<file path="src/rtl/dbg_xtrig_link.sv">
module dbg_xtrig_link #(
  parameter int N_TRIG = 8,
  parameter int N_CHAN = 4,
  parameter int ADDR_W = 8,
  parameter int DATA_W = 32
) (
  input  logic              clk,
  input  logic              rst_n,
  input  logic [N_TRIG-1:0] trig_in,
  input  logic [N_CHAN-1:0] chan_in,
  input  logic              reg_we,
  input  logic [ADDR_W-1:0] reg_addr,
  input  logic [DATA_W-1:0] reg_wdata,
  output logic [DATA_W-1:0] reg_rdata,
  output logic [N_CHAN-1:0] chan_out,
  output logic [N_TRIG-1:0] trig_out
);

  localparam logic [ADDR_W-1:0] OFS_CTRL  = ADDR_W'(8'h00);
  localparam logic [ADDR_W-1:0] OFS_CBLK  = ADDR_W'(8'h04);
  localparam logic [ADDR_W-1:0] OFS_PULSE = ADDR_W'(8'h08);
  localparam int               OFS_IMAP  = 'h20;
  localparam int               OFS_OMAP  = 'h40;

  logic                           en_q;
  logic [N_CHAN-1:0]              cblk_q;
  logic [N_CHAN-1:0]              pulse_q;
  logic [N_TRIG-1:0][N_CHAN-1:0]  imap_q;
  logic [N_TRIG-1:0][N_CHAN-1:0]  omap_q;
  logic [N_TRIG-1:0]              sync1_q, sync2_q;
  logic [N_CHAN-1:0]              chan_raw;
  logic [N_CHAN-1:0]              chan_all;
  logic [N_TRIG-1:0]              trig_nxt;
  logic                           addr_valid;
  logic                           pulse_wr;
  logic                           unused_wdata;

  assign unused_wdata = ^reg_wdata[DATA_W-1:N_CHAN];
  assign pulse_wr     = reg_we && (reg_addr == OFS_PULSE);

  always_ff @(posedge clk or negedge rst_n) begin
    if (!rst_n) begin
      sync1_q <= '0;
      sync2_q <= '0;
    end else begin
      sync1_q <= trig_in;
      sync2_q <= sync1_q;
    end
  end

  always_ff @(posedge clk or negedge rst_n) begin
    if (!rst_n) begin
      en_q   <= 1'b0;
      cblk_q <= '0;
      imap_q <= '0;
      omap_q <= '0;
    end else if (reg_we) begin
      if (reg_addr == OFS_CTRL) en_q   <= reg_wdata[0];
      if (reg_addr == OFS_CBLK) cblk_q <= reg_wdata[N_CHAN-1:0];
      for (int i = 0; i < N_TRIG; i++) begin
        if (reg_addr == ADDR_W'(OFS_IMAP + 4*i)) imap_q[i] <= reg_wdata[N_CHAN-1:0];
        if (reg_addr == ADDR_W'(OFS_OMAP + 4*i)) omap_q[i] <= reg_wdata[N_CHAN-1:0];
      end
    end
  end

  always_ff @(posedge clk or negedge rst_n) begin
    if (!rst_n) pulse_q <= '0;
    else        pulse_q <= pulse_wr ? reg_wdata[N_CHAN-1:0] : '0;
  end

  always_comb begin
    reg_rdata  = '0;
    addr_valid = (reg_addr == OFS_CTRL) || (reg_addr == OFS_CBLK) || (reg_addr == OFS_PULSE);
    if (reg_addr == OFS_CTRL) reg_rdata[0] = en_q;
    if (reg_addr == OFS_CBLK) reg_rdata[N_CHAN-1:0] = cblk_q;
    for (int i = 0; i < N_TRIG; i++) begin
      if (reg_addr == ADDR_W'(OFS_IMAP + 4*i)) begin
        reg_rdata[N_CHAN-1:0] = imap_q[i];
        addr_valid = 1'b1;
      end
      if (reg_addr == ADDR_W'(OFS_OMAP + 4*i)) begin
        reg_rdata[N_CHAN-1:0] = omap_q[i];
        addr_valid = 1'b1;
      end
    end
  end

  always_comb begin
    chan_raw = pulse_q;
    for (int i = 0; i < N_TRIG; i++)
      chan_raw = chan_raw | ({N_CHAN{sync2_q[i]}} & imap_q[i]);
  end

  assign chan_out = chan_raw & ~cblk_q & {N_CHAN{en_q}};
  assign chan_all = chan_in | chan_out;

  genvar j;
  generate
    for (j = 0; j < N_TRIG; j++) begin : g_out
      assign trig_nxt[j] = en_q & (|(chan_all & omap_q[j]));
    end
  endgenerate

  always_ff @(posedge clk or negedge rst_n) begin
    if (!rst_n) trig_out <= '0;
    else        trig_out <= trig_nxt;
  end


  chan_off_chk: assert property (@(posedge clk) disable iff (!rst_n)
    !en_q |-> chan_out == '0);


  trig_off_chk: assert property (@(posedge clk) disable iff (!rst_n)
    !en_q |=> trig_out == '0);


  map_keep_chk: assert property (@(posedge clk) disable iff (!rst_n)
    (reg_we && reg_addr == OFS_CBLK) |=> ($stable(imap_q) && $stable(omap_q)));


  undef_wr_chk: assert property (@(posedge clk) disable iff (!rst_n)
    (reg_we && !addr_valid) |=> ($stable(imap_q) && $stable(omap_q) && $stable(cblk_q) && $stable(en_q)));


  pulse_once_chk: assert property (@(posedge clk) disable iff (!rst_n)
    (pulse_q != '0 && !pulse_wr) |=> pulse_q == '0);

endmodule

</file>
<file path="config.mk">
export PLATFORM = sky130hd
export DESIGN_NAME = dbg_xtrig_link
export DESIGN_NICKNAME = d
export VERILOG_FILES = /design/src/rtl/dbg_xtrig_link.sv
export SDC_FILE = /design/constraint.sdc
export NUM_CORES = 1
export LEC_CHECK = 0
export BUFFER_PORTS_ARGS = -buffer_cell sky130_fd_sc_hd__buf_2
export CAP_MARGIN = 20
export CORE_MARGIN = 1.5
export CORE_UTILIZATION = 45
export CTS_CLUSTER_SIZE = 8
export DETAILED_ROUTE_END_ITERATION = 8
export PLACE_DENSITY = 0.67
export SLEW_MARGIN = 20
export SYNTH_ARGS = -nofsm -noshare
export SYNTH_HDL_FRONTEND = slang
export SYNTH_SLANG_ARGS = --single-unit
export TNS_END_PERCENT = 30
</file>
<file path="constraint.sdc">
create_clock -name clk -period 2.8 [get_ports clk]
set_clock_uncertainty 0.15 [all_clocks]
set_input_delay 0.56 -clock clk [delete_from_list [all_inputs] [get_ports clk]]
set_output_delay 0.56 -clock clk [all_outputs]
set_load 0.05 [all_outputs]
</file>
==> flow_metrics.py <==
metrics = {
    "power_and_ir_drop": {
        "internal_power_mw": 1.926,
        "p_leak_nw": 2.866,
        "seq_power_share_pct": 55.2,
        "sw_frac_of_total_pct": 30.32,
        "ir_drop_mv": 0.2653,
        "switching_power_mw": 0.8378,
        "power_mw": 2.764,
        "p_per_area_nw_per_um2": 458.4,
        "p_comb_share_pct": 14.7,
        "clockPowerShare_pct": 30.1,
    },
    "clock_tree": {
        "cts_max_level": 3,
        "cts_tree": "done",
        "cts_buffers": 9,
        "clk_latency_ns": 0.37,
        "path_clk_slew_ns": 0.10,
        "clk_path_buf_depth": 2,
        "clock-root-buffer": "clkbuf_8",
        "numClockSinks": 97,
    },
    "cells_and_area": {
        "nFillCells": 959,
        "drive_above_1_share_pct": 42.21,
        "seq_area_um2": 2427,
        "multi_input_area_um2": 2411,
        "fin_nets": 585,
        "final_core_util_pct": 55.37,
        "fin_area_um2": 6028,
        "diodes": 0,
        "syn_to_final_growth_pct": 19.85,
    },
    "floorplanning": {
        "dieArea_um2": 11820,
        "core-area_um2": 10890,
        "io_pins": 99,
        "rows": 38,
        "initial_core_util_pct": 46.20,
        "dieWidth_um": 108.7,
        "die_y_um": 108.7,
    },
    "setup_path": {
        "crit_path_max_fanout": 6,
        "crit_slowest_cell": "nor4b_4",
        "crit_family": "buffers and inverters",
        "cp-start-kind": "input port",
        "slowest_delay_ns": 0.39,
        "crit_arrival_ns": 2.25,
        "crit_type": "in -> out",
        "critPathRequiredTime_ns": 2.09,
        "endpoint_kind": "output port",
        "cp_common_cell": "buf_6",
        "cp_cell_sequence": "buf_12 > buf_6 > nor4b_4 > buf_6 > buf_4 > nand2_1 > o21ai_0 > a21oi_1 > o21ai_1 > a21bo_1 > buf_6",
        "critPathBufInv": 5,
    },
    "synthesis": {
        "synthArstFlopShare_pct": 100.0,
        "ys_seq_elements": 97,
        "synth-edff-count": 0,
        "syn_area_per_cell_um2": 11.62,
        "yosys_warnings": 0,
        "synth_cell_type_count": 53,
        "synthFlopType": "dfrtp_1",
        "syn_area_um2": 5030,
        "seq_area_frac_synth_pct": 48.26,
        "synth_cells": 433,
    },
    "placed_design": {
        "place_congestion": 0.9896,
        "place_hpwl_um": 10720,
        "postPlaceCellArea_um2": 5697,
        "portBuffers": 42,
        "post-place-ws_ns": -0.3302,
    },
    "global_route": {
        "grt_pass1_vias": 3999,
        "grt_max_degree": 58,
        "antenna_found_initial": 0,
        "grt_usage_pct": 27.09,
        "grt_pass1_wl_um": 22980,
        "gr-total-overflow": 0,
    },
    "sta": {
        "clock.fmax_mhz": 337.4,
        "setup_viol": 4,
        "setup_slack_ns": -0.1639,
        "slew_violations": 0,
        "max-slew-margin-rel_pct": 64.43,
        "rsz0062_at_grt": "yes",
        "final_hold_viol_count": 0,
        "fin_crit_sh_pct": 105.9,
        "tightest_slew_ns": 0.5336,
        "fin_crit_ns": 2.964,
    },
    "drt": {
        "dr.pass1.iters": 5,
        "drc_errors": 0,
        "first_iter_violations": 338,
        "wirelength_um": 14930,
        "antenna_left": 0,
        "wl_per_cell_um": 22.19,
        "via_per_inst": 5.829,
        "vias": 3923,
    },
    "status": {
        "outcome": "finished, violations left",
        "violations": "negative setup slack",
    },
    "flow_run": {
        "max-cap-violations": 0,
    },
    "worst_hold_path": {
        "hold_class": "in -> async",
    },
}
-- what timing repair did --
action / in CTS / in global routing
resized for setup: 29 / 7
hold buffers: 0 / 0
cloned: 1 / 0
pin swaps: 5 / 8
endpoints found under the setup margin: 4 / 4
buffers inserted: 2 / 5
-- worst paths after layout --
path / from / end / slack [ns] / cells after the start
max: reg_addr[5] / reg_rdata[2] / -0.16 / 11
min: rst_n / sync1_q[4] / 0.006 / 1
max reg2reg: imap_q[2] / trig_out[1] / 0.48 / 6
min reg2reg: sync1_q[1] / sync2_q[1] / 0.21 / 0
max in group asynchronous: rst_n / trig_out[2] / 1.79 / 2
min in group clk: trig_in[2] / sync1_q[2] / 0.13 / 1
-- Yosys cell counts, drive strengths merged, types with 3 or more instances --
cell	n	area share, %
a221oi	3	0.52
nor3	4	0.72
a32oi	3	0.52
mux2	70	16
a222oi	4	0.80
a22oi	11	1.6
dfrtp	97	48
a21oi	21	2.1
nor2b	4	0.50
nor2	14	1.0
and3	3	0.37
nand3	31	3.5
nor4b	4	1.4
a21o	3	0.45
and2	7	0.87
clkbuf	7	0.52
nand2	14	1.0
mux2i	4	0.80
and4bb	3	0.75
a221o	9	1.8
o22ai	4	0.50
a31oi	3	0.37
o221ai	4	0.70
a22o	14	2.4
buf	48	6.7
o21ai	17	1.7
-- cell usage in the layout (no fill, tap or decap), types with 4 or more instances in the layout --
| cell | Yosys | final |
|---|---|---|
| mux2_2 | 70 | 70 |
| a221o_1 | 9 | 9 |
| buf_6 | 4 | 9 |
| nand3_1 | 27 | 27 |
| and2_1 | 7 | 7 |
| conb_1 | 1 | 28 |
| nand3_2 | 4 | 4 |
| a22oi_2 | 0 | 4 |
| mux2i_1 | 4 | 4 |
| o21ai_0 | 16 | 12 |
| buf_2 | 12 | 34 |
| a222oi_1 | 4 | 4 |
| a21oi_1 | 21 | 20 |
| nand2_1 | 14 | 14 |
| buf_4 | 30 | 68 |
| o22ai_1 | 4 | 4 |
| a22o_1 | 14 | 14 |
| dfrtp_1 | 97 | 97 |
| a22oi_1 | 11 | 7 |
| clkbuf_8 | 0 | 9 |
| nor2_1 | 14 | 14 |
-- sequential cells by signal (all words and copies together), names as in the netlist --
signal    flops
cblk_q        4
en_q          1
imap_q       32
omap_q       32
pulse_q       4
sync1_q       8
sync2_q       8
trig_out      8
-- cell families (layout without fill, tap and decap cells) --
| family | Yosys count | after routing | synth area share (%) |
|---|---|---|---|
| AND/OR/NAND/NOR | 96 | 96 | 12.31 |
| other | 1 | 28 | 0.07456 |
| AO/OA/AOI/OAI | 108 | 108 | 15.50 |
| multiplexers | 74 | 74 | 16.47 |
| flip-flops | 97 | 97 | 48.26 |
| buffers and inverters | 57 | 130 | 7.388 |
-- worst reg2reg max path, delay by kind of cell (launching register included) --
family             cells  cell delay, ns
AOI/OAI and AO/OA      6            1.60
DFF                    1            0.45
-- metal layers --
metal	GRT usage, %	share of wire [%]
met5	0	0
met3	5.918	6.1
met2	42.77	46
met1	35.95	44
met4	11.65	3.3
-- final cells by class --
type / count / share of cell area, %
Sequential cell: 97 / 40.27
Multi-Input combinational cell: 306 / 40.00
Timing Repair Buffer: 114 / 13.97
Tap cell: 140 / 2.906
Clock buffer: 9 / 2.055
Clock inverter: 5 / 0.6849
Inverter: 2 / 0.1245
-- per-stage QoR --
stage	TNS (ns)	cells	hold slack (ns)
4_1_cts	-0.2923	668	0.01130
3_3_place_gp	-0.9564	652	0.1844
5_1_grt	-0.7975	673	0.02107
3_5_place_dp	-0.9882	652	0.1856
2_1_floorplan	-0.06442	460	0.1144
6_report	-0.4675	673	0.005569
-- power by group through the flow --
stage	Sequential, mW	Clock, mW	Combinational (mW)
finish	1.53	0.831	0.407
global route	1.53	0.912	0.439
floorplan	1.52	0	0.270
detailed placement	1.55	0	0.389
global placement	1.55	0	0.385
CTS	1.52	0.848	0.400
No activity file was read; power rests on OpenSTA's default activity.
